### src/rtl/tx_pkg.sv
package tx_pkg;
  typedef enum logic [1:0] {
    ST_IDLE = 2'd0,
    ST_RD   = 2'd1,
    ST_WAIT = 2'd2,
    ST_WR   = 2'd3
  } tx_state_e;

  typedef enum logic {
    DIR_LOAD  = 1'b0,
    DIR_STORE = 1'b1
  } tx_dir_e;
endpackage

### src/rtl/tx_walker.sv
module tx_walker #(
  parameter int AW = 16,
  parameter int EW = 8
) (
  input  logic          clk,
  input  logic          rst_n,
  input  logic          load,
  input  logic          clear,
  input  logic          step,
  input  logic [AW-1:0] ext_base,
  input  logic [AW-1:0] sram_base,
  input  logic [EW-1:0] z_ext,
  input  logic [EW-1:0] y_ext,
  input  logic [EW-1:0] x_ext,
  input  logic [AW-1:0] z_stride,
  input  logic [AW-1:0] y_stride,
  output logic [AW-1:0] ext_addr,
  output logic [AW-1:0] sram_addr,
  output logic          last
);
  logic [EW-1:0] x_q, y_q, z_q;
  logic [EW-1:0] xl_q, yl_q, zl_q;
  logic [AW-1:0] zs_q, ys_q, sb_q;
  logic [AW-1:0] row_q, plane_q, lin_q;
  logic          x_end, y_end, z_end;

  assign x_end = (x_q == xl_q);
  assign y_end = (y_q == yl_q);
  assign z_end = (z_q == zl_q);
  assign last  = x_end && y_end && z_end;

  assign ext_addr  = row_q + AW'(x_q);
  assign sram_addr = sb_q + lin_q;

  always_ff @(posedge clk) begin
    if (!rst_n || clear) begin
      x_q <= '0; y_q <= '0; z_q <= '0;
      xl_q <= '0; yl_q <= '0; zl_q <= '0;
      zs_q <= '0; ys_q <= '0; sb_q <= '0;
      row_q <= '0; plane_q <= '0; lin_q <= '0;
    end else if (load) begin
      x_q <= '0; y_q <= '0; z_q <= '0;
      xl_q <= x_ext - 1'b1;
      yl_q <= y_ext - 1'b1;
      zl_q <= z_ext - 1'b1;
      zs_q <= z_stride;
      ys_q <= y_stride;
      sb_q <= sram_base;
      row_q <= ext_base;
      plane_q <= ext_base;
      lin_q <= '0;
    end else if (step) begin
      lin_q <= lin_q + 1'b1;
      if (!x_end) begin
        x_q <= x_q + 1'b1;
      end else begin
        x_q <= '0;
        if (!y_end) begin
          y_q   <= y_q + 1'b1;
          row_q <= row_q + ys_q;
        end else begin
          y_q     <= '0;
          z_q     <= z_q + 1'b1;
          plane_q <= plane_q + zs_q;
          row_q   <= plane_q + zs_q;
        end
      end
    end
  end

  AST_SRAM_DENSE: assert property (@(posedge clk) disable iff (!rst_n)
    (step && !load && !clear) |=> (sram_addr == $past(sram_addr) + 1'b1));

  AST_X_CONTIG: assert property (@(posedge clk) disable iff (!rst_n)
    (step && !load && !clear && !x_end) |=> (ext_addr == $past(ext_addr) + 1'b1));
endmodule

### src/rtl/tx_mover.sv
module tx_mover #(
  parameter int DW = 32
) (
  input  logic          clk,
  input  logic          rst_n,
  input  logic          cmd_valid,
  output logic          cmd_ready,
  input  logic          cmd_clear,
  input  logic          cmd_dir,
  input  logic          cmd_zero,
  input  logic          last,
  output logic          walk_load,
  output logic          walk_clear,
  output logic          walk_step,
  output logic          dir_store,
  output logic          rd_valid,
  input  logic          rd_ready,
  input  logic          rsp_valid,
  input  logic [DW-1:0] rsp_data,
  output logic          wr_valid,
  input  logic          wr_ready,
  output logic [DW-1:0] wr_data,
  output logic          done
);
  import tx_pkg::*;

  tx_state_e     st_q;
  logic          dir_q;
  logic [DW-1:0] data_q;
  logic          cmd_fire, wr_fire;

  assign cmd_ready  = (st_q == ST_IDLE);
  assign cmd_fire   = cmd_valid && cmd_ready;
  assign rd_valid   = (st_q == ST_RD);
  assign wr_valid   = (st_q == ST_WR);
  assign wr_data    = data_q;
  assign wr_fire    = wr_valid && wr_ready;
  assign dir_store  = dir_q;
  assign walk_clear = cmd_fire && cmd_clear;
  assign walk_load  = cmd_fire && !cmd_clear && !cmd_zero;
  assign walk_step  = wr_fire && !last;

  always_ff @(posedge clk) begin
    if (!rst_n) begin
      st_q   <= ST_IDLE;
      dir_q  <= DIR_LOAD;
      data_q <= '0;
      done   <= 1'b0;
    end else begin
      done <= 1'b0;
      case (st_q)
        ST_IDLE: begin
          if (cmd_fire && !cmd_clear) begin
            if (cmd_zero) begin
              done <= 1'b1;
            end else begin
              dir_q <= cmd_dir;
              st_q  <= ST_RD;
            end
          end
        end
        ST_RD:   if (rd_ready) st_q <= ST_WAIT;
        ST_WAIT: begin
          if (rsp_valid) begin
            data_q <= rsp_data;
            st_q   <= ST_WR;
          end
        end
        ST_WR: begin
          if (wr_ready) begin
            if (last) begin
              st_q <= ST_IDLE;
              done <= 1'b1;
            end else begin
              st_q <= ST_RD;
            end
          end
        end
        default: st_q <= ST_IDLE;
      endcase
    end
  end

  AST_ONE_SIDE: assert property (@(posedge clk) disable iff (!rst_n)
    !(rd_valid && wr_valid));

  AST_RD_HOLD: assert property (@(posedge clk) disable iff (!rst_n)
    (rd_valid && !rd_ready) |=> rd_valid);

  AST_WR_HOLD: assert property (@(posedge clk) disable iff (!rst_n)
    (wr_valid && !wr_ready) |=> (wr_valid && $stable(wr_data)));

  AST_DONE_PULSE: assert property (@(posedge clk) disable iff (!rst_n)
    done |=> !done);

  AST_IDLE_QUIET: assert property (@(posedge clk) disable iff (!rst_n)
    cmd_ready |-> !(rd_valid || wr_valid));
endmodule

### src/rtl/tensor_xfer_engine.sv
module tensor_xfer_engine #(
  parameter int AW = 16,
  parameter int DW = 32,
  parameter int EW = 8
) (
  input  logic          clk,
  input  logic          rst_n,
  input  logic          cmd_valid,
  output logic          cmd_ready,
  input  logic          cmd_clear,
  input  logic          cmd_dir,
  input  logic [AW-1:0] cmd_ext_base,
  input  logic [AW-1:0] cmd_sram_base,
  input  logic [EW-1:0] cmd_z_ext,
  input  logic [EW-1:0] cmd_y_ext,
  input  logic [EW-1:0] cmd_x_ext,
  input  logic [AW-1:0] cmd_z_stride,
  input  logic [AW-1:0] cmd_y_stride,
  output logic          ext_req_valid,
  input  logic          ext_req_ready,
  output logic          ext_req_we,
  output logic [AW-1:0] ext_req_addr,
  output logic [DW-1:0] ext_req_wdata,
  input  logic          ext_rsp_valid,
  input  logic [DW-1:0] ext_rsp_data,
  output logic          sram_req_valid,
  input  logic          sram_req_ready,
  output logic          sram_req_we,
  output logic [AW-1:0] sram_req_addr,
  output logic [DW-1:0] sram_req_wdata,
  input  logic          sram_rsp_valid,
  input  logic [DW-1:0] sram_rsp_data,
  output logic          done
);
  logic          walk_load, walk_clear, walk_step, last, dir_store;
  logic          rd_valid, rd_ready, rsp_valid, wr_valid, wr_ready;
  logic [DW-1:0] rsp_data, wr_data;
  logic [AW-1:0] ext_addr, sram_addr;
  logic          cmd_zero;

  assign cmd_zero = (cmd_z_ext == '0) || (cmd_y_ext == '0) || (cmd_x_ext == '0);

  tx_walker #(.AW(AW), .EW(EW)) u_walker (
    .clk(clk), .rst_n(rst_n),
    .load(walk_load), .clear(walk_clear), .step(walk_step),
    .ext_base(cmd_ext_base), .sram_base(cmd_sram_base),
    .z_ext(cmd_z_ext), .y_ext(cmd_y_ext), .x_ext(cmd_x_ext),
    .z_stride(cmd_z_stride), .y_stride(cmd_y_stride),
    .ext_addr(ext_addr), .sram_addr(sram_addr), .last(last)
  );

  tx_mover #(.DW(DW)) u_mover (
    .clk(clk), .rst_n(rst_n),
    .cmd_valid(cmd_valid), .cmd_ready(cmd_ready),
    .cmd_clear(cmd_clear), .cmd_dir(cmd_dir), .cmd_zero(cmd_zero),
    .last(last),
    .walk_load(walk_load), .walk_clear(walk_clear), .walk_step(walk_step),
    .dir_store(dir_store),
    .rd_valid(rd_valid), .rd_ready(rd_ready),
    .rsp_valid(rsp_valid), .rsp_data(rsp_data),
    .wr_valid(wr_valid), .wr_ready(wr_ready), .wr_data(wr_data),
    .done(done)
  );

  // Role steering: the source memory takes reads, the destination takes writes
  assign ext_req_valid  = dir_store ? wr_valid : rd_valid;
  assign ext_req_we     = dir_store;
  assign ext_req_addr   = ext_addr;
  assign ext_req_wdata  = wr_data;
  assign sram_req_valid = dir_store ? rd_valid : wr_valid;
  assign sram_req_we    = !dir_store;
  assign sram_req_addr  = sram_addr;
  assign sram_req_wdata = wr_data;
  assign rd_ready  = dir_store ? sram_req_ready : ext_req_ready;
  assign wr_ready  = dir_store ? ext_req_ready  : sram_req_ready;
  assign rsp_valid = dir_store ? sram_rsp_valid : ext_rsp_valid;
  assign rsp_data  = dir_store ? sram_rsp_data  : ext_rsp_data;

  AST_EXT_ADDR_HOLD: assert property (@(posedge clk) disable iff (!rst_n)
    (ext_req_valid && !ext_req_ready) |=> (ext_req_valid && $stable(ext_req_addr)));

  AST_SRAM_ADDR_HOLD: assert property (@(posedge clk) disable iff (!rst_n)
    (sram_req_valid && !sram_req_ready) |=> (sram_req_valid && $stable(sram_req_addr)));

  AST_NO_TRAFFIC_ON_CMD: assert property (@(posedge clk) disable iff (!rst_n)
    (cmd_valid && cmd_ready && (cmd_clear || cmd_zero)) |=> !(ext_req_valid || sram_req_valid));
endmodule

### config.mk
export PLATFORM = sky130hd
export DESIGN_NAME = tensor_xfer_engine
export DESIGN_NICKNAME = d
export VERILOG_FILES = /design/src/rtl/tx_pkg.sv /design/src/rtl/tx_walker.sv /design/src/rtl/tx_mover.sv /design/src/rtl/tensor_xfer_engine.sv
export SDC_FILE = /design/constraint.sdc
export NUM_CORES = 1
export LEC_CHECK = 0
export ABC_AREA = 1
export BUFFER_PORTS_ARGS = -buffer_cell sky130_fd_sc_hd__buf_2
export CORE_MARGIN = 2
export CORE_UTILIZATION = 60
export CTS_CLUSTER_DIAMETER = 120
export DETAILED_ROUTE_END_ITERATION = 6
export MAX_ROUTING_LAYER = met4
export PLACE_DENSITY = 0.87
export SYNTH_ARGS = -nofsm -noshare
export SYNTH_HDL_FRONTEND = slang
export SYNTH_SLANG_ARGS = --single-unit
### constraint.sdc
create_clock -name clk -period 6.1 [get_ports clk]
set_input_delay 1.525 -clock clk [delete_from_list [all_inputs] [get_ports clk]]
set_output_delay 1.525 -clock clk [all_outputs]
set_load 0.02 [all_outputs]
==> metrics.yaml, run 1 <==
run_status:
  status: "finished, violations left"
  violations: "DRC"
power_and_ir_drop:
  ir_drop_v: 0.000191
  p_total_mw: 4.18
  leakagePower_nw: 6.72
  p_per_area_nw_per_um2: 311
die:
  placementRows: 51
  die_w_um: 144
  pin_count: 263
  coreArea_um2: 19300
  die_h_um: 144
  start_util_pct: 60.6
  die-area_um2: 20600
logic_synthesis:
  synth_top_area_cell: "dfxtp_1"
  avgSynthCellArea_um2: 6.65
  synth-main-ff-cell: "dfxtp_1"
  synth-compound-area-share_pct: 15.4
  yosysSeqAreaShare_pct: 30.9
  synth_enable_flop_cells: 0
  synthDistinctLibCells: 47
  synth_top_area_share_pct: 30.9
  synth.yosys.warnings: 0
  synthMuxAreaShare_pct: 0
  ys_seq_elements: 180
  synthXorXnorAreaFrac_pct: 6.67
  synth_top_family_by_area: "simple AND/OR/NAND/NOR gates"
  async_reset_ff_share_pct: 0
  synth-simple-area-share_pct: 29.0
  synthAdderAreaFrac_pct: 7.97
  postSynthCellCount: 1757
  yosys-top-cells-area: "dfxtp_1 31%, nand2_1 14%, nor2_1 7.4%"
  syn_area_um2: 11700
  syn_nets: 1990
drt:
  drc_errors: 1
  wire_per_inst_um: 14.4
  avgViaCountPerCell: 5.42
  drtIter0Drc: 814
  firstDrtPassIters: 7
  ant_nets: 0
  wl_um: 32000
  vias: 12059
sta:
  fin_ws_ns: 1.75
  fin_hold_ws_ns: 0.469
  layout_min_cycle_time_ns: 4.35
  period_share_pct: 71.3
  hold_viol: 0
  slew_headroom_pct: 33.6
  clock.fmax_mhz: 230
  finalMaxSlewViolations: 0
  tns_ns: 0
  tightest_slew_ns: 0.996
  finalSetupViolCount: 0
  rsz0062_at_grt: "false"
  clock_skew_ns: 0.0106
grt:
  antenna_found_initial: 1
  overflow: 0
  grt_pass1_wl_um: 51800
  grt_max_degree: 103
  first_global_vias: 10973
  grt_util_all_layers_pct: 31.7
final_layout:
  postLayoutCoreUtil_pct: 69.7
  syn_to_final_growth_pct: 14.9
  drive_above_1_share_pct: 16.9
  final_cell_mix: "433 x nand2_1, 262 x buf_2, 231 x nor2_1, 180 x dfxtp_1, 170 x o21ai_0"
  finalNonFillerCells: 2224
  layout_commonest_cell: "nand2_1"
  nets: 2179
  postLayoutCellArea_um2: 13400
clock_tree:
  clk_latency_ns: 0.44
  numCtsBuffers: 17
  cts_resized: 0
  cts_tree: "done"
  ctsHoldBuffers: 0
  htreeDepth: 4
  cts-root-buf: "clkbuf_16"
  path_clk_slew_ns: 0.07
  cts_setup_buffers: 0
  cts.sinks: 180
  clk_path_buf_depth: 2
worst_setup_path:
  cp.required_ns: 4.58
  path_cells: "ha_1 > fa_1 > nand3_1 > nand2_1 > a21boi_0 > inv_1 > a21o_1 > nand2_1 > nand2_1 > xor2_1 > buf_2"
  critPathMaxFanout: 6
  crit_buf_inv: 2
  max_stage_delay_ns: 0.42
  setup.worst_path.class: "register to output pin"
  crit_top_cell: "nand2_1"
  crit_path_top_delay_cell: "a21boi_0"
  end_kind: "output pin"
  crit_family: "adder cells"
  setup.worst_path.start_class: "register"
  crit_arrival_ns: 2.83
placement:
  place_hpwl_um: 24000
  post_dp_cell_area_um2: 12800
  place.gp.congestion: 0.950
  dp_slack_ns: 1.93
  io_buffers: 262
  placedCellCount: 2192
min_path:
  hold_class: "register to register"
job:
  maxCapViolCount: 0
[where the power goes]
part           internal (mW)  total (mW)  switching [mW]
sequential              1.34        1.48           0.138
clock                  0.690        1.18           0.494
combinational          0.492        1.51            1.02
total                   2.52        4.18            1.65
[area by class of cell]
class	instances	area, um2
clock inverter	14	198
clock buffer	17	425
timing repair buffer	268	1360
antenna	1	2.50
multi-input combinational	1321	6910
tap	265	332
inverter	158	596
sequential	180	3600
fill	1642	5850
[flip-flops by register name, summed over array words and instances, names as in the netlist]
name	cells
u_walker.x_q	8
u_mover.wr_data	32
u_walker.row_q	16
u_walker.zs_q	16
u_walker.plane_q	16
u_walker.y_q	8
u_mover.dir_store	1
u_walker.yl_q	8
u_walker.sb_q	16
u_walker.z_q	8
u_walker.lin_q	16
u_mover.done	1
u_walker.xl_q	8
u_walker.zl_q	8
u_mover.st_q	2
u_walker.ys_q	16
[tightest hold or removal path, stage by stage (launching register included)]
cell,delay (ns)
dfxtp_1,0.31
inv_1,0.06
a21oi_1,0.05
[worst paths after layout]
path | startpoint | end | slack [ns] | depth (start not counted)
worst max-delay path | u_walker.lin_q[0] | sram_req_addr[12] | 1.75 | 11
worst min-delay path | u_walker.zl_q[6] | u_walker.zl_q[6] | 0.47 | 2
worst max register to register | u_walker.y_q[1] | u_walker.row_q[7] | 3.03 | 13
worst min register to register | u_walker.zl_q[6] | u_walker.zl_q[6] | 0.47 | 2
[layer usage]
metal / routed length (um) / vias up / track usage, %
li1: - / 6067 / -
met1: 13900 / 5423 / 40.2
met2: 15200 / 507 / 52.7
met3: 2050 / 62 / 4.20
met4: 823 / 0 / 10.3
met5: 0 / - / -
[cell usage after synthesis, types with 20 or more instances]
| cell | n |
|---|---|
| a21oi_1 | 111 |
| a31oi_1 | 36 |
| buf_2 | 21 |
| buf_4 | 34 |
| clkbuf_1 | 34 |
| dfxtp_1 | 180 |
| ha_1 | 68 |
| inv_1 | 150 |
| nand2_1 | 433 |
| nand3_1 | 93 |
| nand4_1 | 20 |
| nor2_1 | 231 |
| o21ai_0 | 170 |
| xnor2_1 | 25 |
| xor2_1 | 64 |
[cell families (layout without fill, tap and decap cells)]
| group | after synthesis | in the layout |
|---|---|---|
| compound gates | 340 | 340 |
| xor+xnor | 89 | 89 |
| fa+ha+maj | 72 | 72 |
| buf+inv | 256 | 457 |
| flops | 180 | 180 |
| other cells | 0 | 1 |
| simple gates | 820 | 820 |
Power figures use the tool's default switching activity.
==> run 2: changes to the inputs <==
--- a/config.mk
+++ b/config.mk
@@ -5,14 +5,14 @@
 export SDC_FILE = /design/constraint.sdc
 export NUM_CORES = 1
 export LEC_CHECK = 0
-export ABC_AREA = 1
+export ABC_AREA = 0
 export BUFFER_PORTS_ARGS = -buffer_cell sky130_fd_sc_hd__buf_2
 export CORE_MARGIN = 2
-export CORE_UTILIZATION = 60
+export CORE_UTILIZATION = 54
 export CTS_CLUSTER_DIAMETER = 120
 export DETAILED_ROUTE_END_ITERATION = 6
 export MAX_ROUTING_LAYER = met4
-export PLACE_DENSITY = 0.87
+export PLACE_DENSITY = 0.81
 export SYNTH_ARGS = -nofsm -noshare
 export SYNTH_HDL_FRONTEND = slang
 export SYNTH_SLANG_ARGS = --single-unit
==> constraint.sdc (replaced) <==
create_clock -name clk -period 4.1 [get_ports clk]
set_input_delay 1.025 -clock clk [delete_from_list [all_inputs] [get_ports clk]]
set_output_delay 1.025 -clock clk [all_outputs]
set_load 0.02 [all_outputs]
==> run 2 against run 1 <==
The run now ends clean; non-clock buffer count is 12 higher; sequential share of layout area is 1.7 points higher; synthesized cell count is 25% lower; clock power is 49% higher; sequential power is 41% higher; clock skew is 0.0018 ns lower; final area is 5.8% lower; cell count is 19% lower.
==> metrics.yaml, run 2 <==
grt:
  first_global_vias: 9259  # -16%
  grtUsageMet3_pct: 5.50  # +1.3 points
  grt_util_all_layers_pct: 27.4  # -4.3 points
  grtUsageMet2_pct: 44.2  # -8.5 points
  grt_max_degree: 123  # +19%
  grt_pass1_wl_um: 44500  # -14%
  antenna_found_initial: 2  # +1
  groute.layer.met1.usage_pct: 34.5  # -5.7 points
  busiest_layer: "met2"
  overflow: 0  # unchanged
drt:
  drtIter0Drc: 714  # -12%
  wire_per_inst_um: 15.6  # +8.1%
  wl_um: 27900  # -13%
  ant_nets: 0  # unchanged
  avgViaCountPerCell: 5.53  # +1.9%
  drc_errors: 0  # -1
  firstDrtPassIters: 6  # -1
  vias: 9920  # -18%
power_and_ir_drop:
  p_int_mw: 3.58  # +42%
  p_per_area_nw_per_um2: 434  # +40%
  power_switching_mw: 1.91  # +15%
  seq_power_share_pct: 37.9  # +2.5 points
  ir_drop_v: 0.000313  # +63%
  p_comb_share_pct: 30.0  # -6.2 points
  clkPwrFrac_pct: 32.1  # +3.7 points
  leakagePower_nw: 5.49  # -18%
  p_total_mw: 5.49  # +31%
  swShare_pct: 34.7  # -4.8 points
die:
  placementRows: 51  # unchanged
  die_w_um: 144  # +0.62%
  start_util_pct: 54.9  # -5.7 points
  die_h_um: 144  # +0.62%
  pin_count: 263  # unchanged
  coreArea_um2: 19400  # +0.66%
  die-area_um2: 20900  # +1.2%
clock_tree:
  cts_tree: "done"
  path_clk_slew_ns: 0.07  # about the same
  numCtsBuffers: 17  # unchanged
  htreeDepth: 4  # unchanged
  clk_latency_ns: 0.44  # about the same
  cts.sinks: 180  # unchanged
  clk_path_buf_depth: 2  # unchanged
  cts-root-buf: "clkbuf_16"
placement:
  io_buffers: 262  # unchanged
  post_dp_cell_area_um2: 12000  # -6.6%
  place.gp.congestion: 0.959  # +0.87%
  place_hpwl_um: 21300  # -11%
  placedCellCount: 1757  # -20%
worst_setup_path:
  critPathMaxFanout: 6  # unchanged
  crit_arrival_ns: 2.91  # +0.08 ns
  r2r_slack_ns: 0.86  # -2.17 ns
  setup.worst_path.start_class: "register"
  end_kind: "output pin"
  r2r-start: "u_walker.row_q[0]"
  setup.worst_path.class: "register to output pin"
  r2r_cells: 10  # -3
  cp.required_ns: 3.07  # -1.51 ns
  timing.rr.end: "u_walker.row_q[14]"
final_layout:
  layout_commonest_cell: "buf_2"
  drive_above_1_share_pct: 22.3  # +5.4 points
  nets: 1746  # -20%
  final_cell_mix: "260 x buf_2, 190 x nand2_1, 175 x dfxtp_1, 148 x nor2_1, 97 x a21oi_1"
  largest_reg_flops: 32  # unchanged
  nFillCells: 1668  # +1.6%
  postLayoutCellArea_um2: 12600  # -5.8%
  finalNonFillerCells: 1795  # -19%
  syn_to_final_growth_pct: 18.8
logic_synthesis:
  synthAdderAreaFrac_pct: 8.74  # +0.77 points
  synthDistinctLibCells: 66  # +40%
  syn_area_um2: 10600  # -8.8%
  synthXorXnorAreaFrac_pct: 10.1  # +3.4 points
  postSynthCellCount: 1309  # -25%
  synth-compound-area-share_pct: 18.0  # +2.6 points
  synth-simple-area-share_pct: 19.6  # -9.5 points
  synth.yosys.warnings: 0  # unchanged
  synth-main-ff-cell: "dfxtp_1"
  yosysSeqAreaShare_pct: 33.9  # +3.0 points
  synth_top_area_cell: "dfxtp_1"
  synth_enable_flop_cells: 0  # unchanged
  synth_top_area_share_pct: 33.9  # +3.0 points
  async_reset_ff_share_pct: 0  # unchanged
  ys_seq_elements: 180  # unchanged
  synthTopCellsByCount: "191 x nand2_1, 180 x dfxtp_1, 148 x nor2_1, 100 x a21oi_1, 73 x xnor2_1"
  yosys-top-cells-area: "dfxtp_1 34%, ha_1 8.0%, nand2_1 6.7%"
  avgSynthCellArea_um2: 8.13  # +22%
  syn_nets: 1542  # -23%
  synth.most_common_cell: "nand2_1"
  synth_top_family_by_area: "simple AND/OR/NAND/NOR gates"
  synthMuxAreaShare_pct: 4.27  # +4.3 points
sta:
  finalMaxSlewViolations: 0  # unchanged
  tns_ns: 0  # unchanged
  clock.fmax_mhz: 254
  finalSetupViolCount: 0  # unchanged
  layout_min_cycle_time_ns: 3.94
  slew_headroom_pct: 58.6  # +25 points
  period_share_pct: 96.1
  tightest_slew_ns: 0.622  # -0.374 ns
  hold_viol: 0  # unchanged
  rsz0062_at_grt: "false"
  clock_skew_ns: 0.00875  # -0.00181 ns
  fin_hold_ws_ns: 0.461  # -0.00863 ns
min_path:
  hold_path_end: "u_walker.zs_q[11]"
  hold_class: "register to register"
  hp-start: "u_walker.zs_q[11]"
  hold_path_depth: 2  # unchanged
job:
  maxCapViolCount: 0  # unchanged
run_status:
  status: "finished, final reports clean"
run 2: cell types whose count changed after synthesis, sizes merged, moves of 14 or more:
cell	change
nand2	-246
inv	-136
o21ai	-129
nor2	-94
a211oi	+68
nand3	-64
xnor2	+48
mux2i	+42
a31oi	-24
nor3	+18
a21o	+14
xor2	-14
run 2: cell type report:
cell class	instances	area [um2]	share of cell area (%)
diodes	4	10.0	0.0791
clock buffers	18	439	3.47
clock inverters	14	199	1.57
inverters	22	82.6	0.653
multi-input cells	1012	6500	51.4
flip-flops and latches	180	3610	28.5
well taps	265	332	2.62
repair buffers	280	1480	11.7
run 2: logic make-up (layout without fill, tap and decap cells):
kind of cell	count (synthesis)	in the layout
AOI/OAI and AO/OA	295	295
muxes	45	45
xor gates and xnor gates	123	123
adders and majority gates	72	72
DFF	180	180
other	0	4
buffers and inverters	117	334
and+or+nand+nor	477	477
run 2: power by group through the flow:
stage	sequential [mW]	clock (mW)	combinational [mW]
global route	2.10	1.87	1.83
CTS	2.08	1.79	1.64
finish	2.08	1.76	1.65
detailed placement	2.12	0	1.63
global placement	2.11	0	1.60
floorplan	2.13	0	1.16
run 2: worst max-delay path by stage:
stage	startpoint	to	slack (ns)	cells past startpoint
floorplan	u_walker.lin_q[0]	sram_req_addr[14]	0.74	10
global placement	u_walker.x_q[0]	ext_req_addr[12]	0.48	11
detailed placement	u_walker.x_q[0]	ext_req_addr[12]	0.42	11
CTS	u_walker.x_q[0]	ext_req_addr[12]	0.04	11
global route	u_walker.row_q[1]	ext_req_addr[15]	0.02	10
finish	u_walker.x_q[0]	ext_req_addr[12]	0.16	11
run 2: per-stage QoR:
stage / worst slack, ns / util (%)
2_1_floorplan: 0.739 / -
3_3_place_gp: 0.482 / 61.6
3_5_place_dp: 0.423 / 61.6
4_1_cts: 0.0382 / 64.9
5_1_grt: 0.0207 / 65.2
6_report: 0.161 / 65.2
run 2: worst max-delay path: stages, from the launching register on:
cell and delay [ns]:
dfxtp_2 0.36, ha_1 0.22, fa_1 0.43, a21o_1 0.19
a21oi_2 0.17, o21bai_1 0.10, a21oi_2 0.24, o21ai_1 0.15
nor2b_1 0.17, nand2_1 0.08, xnor2_1 0.17, buf_4 0.20
run 2: what timing repair did:
action | CTS | global route
buffers inserted | 0 | 2
pin swaps | 0 | 2
resized for setup | 2 | 10
setup endpoints to repair | 2 | 4
hold buffers | 0 | 0
run 2: routing by layer:
| metal | part of all wire, % | routed length, um |
|---|---|---|
| met1 | 44 | 12300 |
| met2 | 48 | 13300 |
| met3 | 5.8 | 1630 |
| met4 | 2.3 | 649 |
| met5 | 0 | 0 |
==> run 3: changes to the inputs <==
--- a/config.mk
+++ b/config.mk
@@ -8,11 +8,11 @@
 export ABC_AREA = 0
 export BUFFER_PORTS_ARGS = -buffer_cell sky130_fd_sc_hd__buf_2
 export CORE_MARGIN = 2
-export CORE_UTILIZATION = 54
+export CORE_UTILIZATION = 59
 export CTS_CLUSTER_DIAMETER = 120
 export DETAILED_ROUTE_END_ITERATION = 6
 export MAX_ROUTING_LAYER = met4
-export PLACE_DENSITY = 0.81
+export PLACE_DENSITY_LB_ADDON = 0.3
 export SYNTH_ARGS = -nofsm -noshare
 export SYNTH_HDL_FRONTEND = slang
 export SYNTH_SLANG_ARGS = --single-unit
==> constraint.sdc (replaced) <==
create_clock -name clk -period 4.75 [get_ports clk]
set_input_delay 1.1875 -clock clk [delete_from_list [all_inputs] [get_ports clk]]
set_output_delay 1.1875 -clock clk [all_outputs]
set_load 0.02 [all_outputs]
==> run 3 against run 2 <==
Count of clock-buffer cells in the layout stayed put; largest power group unchanged; critical path depth stayed put; routed wire length is 1.3% lower; first-iteration DRC count is 14% lower; flip-flop and latch count stayed put; power is 17% lower; highest routed layer unchanged; clock power is 24% lower; non-clock buffer count is 1 lower; via count is 0.26% lower; critical path type unchanged.
==> metrics.yaml, run 3 (synthesized netlist as in run 2, its figures left out) <==
placement:
  place_hpwl_um: 20900  # -1.7%
  post_dp_cell_area_um2: 11900  # -0.52%
  placedCellCount: 1722  # -2.0%
  io_buffers: 262  # unchanged
  place.gp.congestion: 0.968  # +0.94%
  dp_slack_ns: 0.911  # +0.488 ns
final_layout:
  final_cell_mix: "262 x buf_2, 190 x nand2_1, 179 x dfxtp_1, 148 x nor2_1, 100 x a21oi_1"
  finalNonFillerCells: 1753  # -2.3%
  postLayoutCoreUtil_pct: 69.7  # +4.5 points
  layout_commonest_cell: "buf_2"
  drive_above_1_share_pct: 21.7  # -0.63 points
  nets: 1745  # -0.057%
  postLayoutCellArea_um2: 12400  # -1.7%
  syn_to_final_growth_pct: 16.8
  largest_reg_flops: 32  # unchanged
  n_antenna_cell: 0  # -4
clock_tree:
  clk_path_buf_depth: 2  # unchanged
  ctsHoldBuffers: 0  # unchanged
  cts_setup_buffers: 0  # unchanged
  cts_tree: "done"
  cts-root-buf: "clkbuf_16"
  numCtsBuffers: 17  # unchanged
  cts.sinks: 180  # unchanged
  cts_resized: 0  # -2
  htreeDepth: 4  # unchanged
  path_clk_slew_ns: 0.06  # about the same
  clk_latency_ns: 0.43  # about the same
die:
  start_util_pct: 59.7  # +4.8 points
  die_h_um: 138  # -4.2%
  pin_count: 263  # unchanged
  die_w_um: 138  # -4.2%
  coreArea_um2: 17800  # -8.0%
  die-area_um2: 19100  # -8.2%
  placementRows: 49  # -3.9%
grt:
  grtUsageMet2_pct: 49.5  # +5.3 points
  grt_pass1_wl_um: 45500  # +2.3%
  first_global_vias: 9544  # +3.1%
  busiest_layer: "met2"
  overflow: 0  # unchanged
  grt_max_degree: 57  # -54%
  grtUsageMet3_pct: 4.54  # -0.96 points
  groute.layer.met1.usage_pct: 35.8  # +1.4 points
  grt_util_all_layers_pct: 29.3  # +1.9 points
  antenna_found_initial: 0  # -2
drt:
  drc_errors: 0  # unchanged
  ant_nets: 0  # unchanged
  wl_um: 27600  # -1.3%
  avgViaCountPerCell: 5.64  # +2.1%
  drtIter0Drc: 615  # -14%
  vias: 9894  # -0.26%
  firstDrtPassIters: 5  # -1
  wire_per_inst_um: 15.7  # +1.1%
power_and_ir_drop:
  p_per_area_nw_per_um2: 365  # -16%
  leakagePower_nw: 5.44  # -0.84%
  ir_drop_v: 0.000267  # -15%
  p_total_mw: 4.54  # -17%
worst_setup_path:
  r2r-start: "u_walker.ys_q[0]"
  cp.required_ns: 3.56  # +0.49 ns
  setup.worst_path.start_class: "register"
  setup.worst_path.class: "register to output pin"
  r2r_cells: 10  # unchanged
  end_kind: "output pin"
  timing.rr.end: "u_walker.row_q[14]"
  crit_arrival_ns: 3.16  # +0.25 ns
  critPathMaxFanout: 4  # -2
  r2r_slack_ns: 1.56  # +0.70 ns
sta:
  fin_ws_ns: 0.401  # +0.240 ns
  layout_min_cycle_time_ns: 4.35
  slew_headroom_pct: 31.9  # -27 points
  tightest_slew_ns: 1.02  # +0.399 ns
  fin_hold_ws_ns: 0.459  # -0.00163 ns
  finalMaxSlewViolations: 0  # unchanged
  hold_viol: 0  # unchanged
  rsz0062_at_grt: "false"
  clock_skew_ns: 0.00937  # +0.000622 ns
  tns_ns: 0  # unchanged
  period_share_pct: 91.6
  finalSetupViolCount: 0  # unchanged
  clock.fmax_mhz: 230
min_path:
  hold_class: "register to register"
  hold_path_end: "u_walker.sb_q[7]"
  hp-start: "u_walker.sb_q[7]"
  hold_path_depth: 2  # unchanged
job:
  maxCapViolCount: 0  # unchanged
run_status:
  status: "finished, final reports clean"
## run 3: worst max-delay path, cell delays in order (launching register included)
cell	delay, ns
dfxtp_1	0.35
ha_1	0.25
fa_1	0.42
a21o_1	0.18
a21oi_1	0.26
o21ai_0	0.16
nand2_1	0.11
o2111ai_1	0.18
a31o_2	0.28
a21oi_1	0.19
xnor2_1	0.15
buf_2	0.19
## run 3: layer usage
layer / vias to the layer above / routed length [um]
li1: 4983 / -
met1: 4542 / 12100
met2: 314 / 13400
met3: 55 / 1330
met4: 0 / 755
met5: - / 0
## run 3: how the worst max path moves through the flow
stage | start | end | slack, ns
floorplan | u_walker.lin_q[0] | sram_req_addr[14] | 1.23
global placement | u_walker.lin_q[0] | sram_req_addr[14] | 1.0
detailed placement | u_walker.lin_q[0] | sram_req_addr[14] | 0.91
CTS | u_walker.lin_q[0] | sram_req_addr[14] | 0.43
global route | u_walker.lin_q[0] | sram_req_addr[14] | 0.25
finish | u_walker.lin_q[0] | sram_req_addr[14] | 0.40
## run 3: power breakdown
| group | internal, mW | switching, mW |
|---|---|---|
| sequential | 1.67 | 0.126 |
| clock | 0.731 | 0.597 |
| combinational | 0.519 | 0.897 |
## run 3: area by class of cell
cell class | count | area [um2]
Sequential cell | 180 | 3600
Timing Repair Buffer | 279 | 1440
Clock buffer | 18 | 439
Clock inverter | 13 | 110
Inverter | 22 | 82.6
Fill cell | 1487 | 5400
Tap cell | 229 | 287
Multi-Input combinational cell | 1012 | 6470
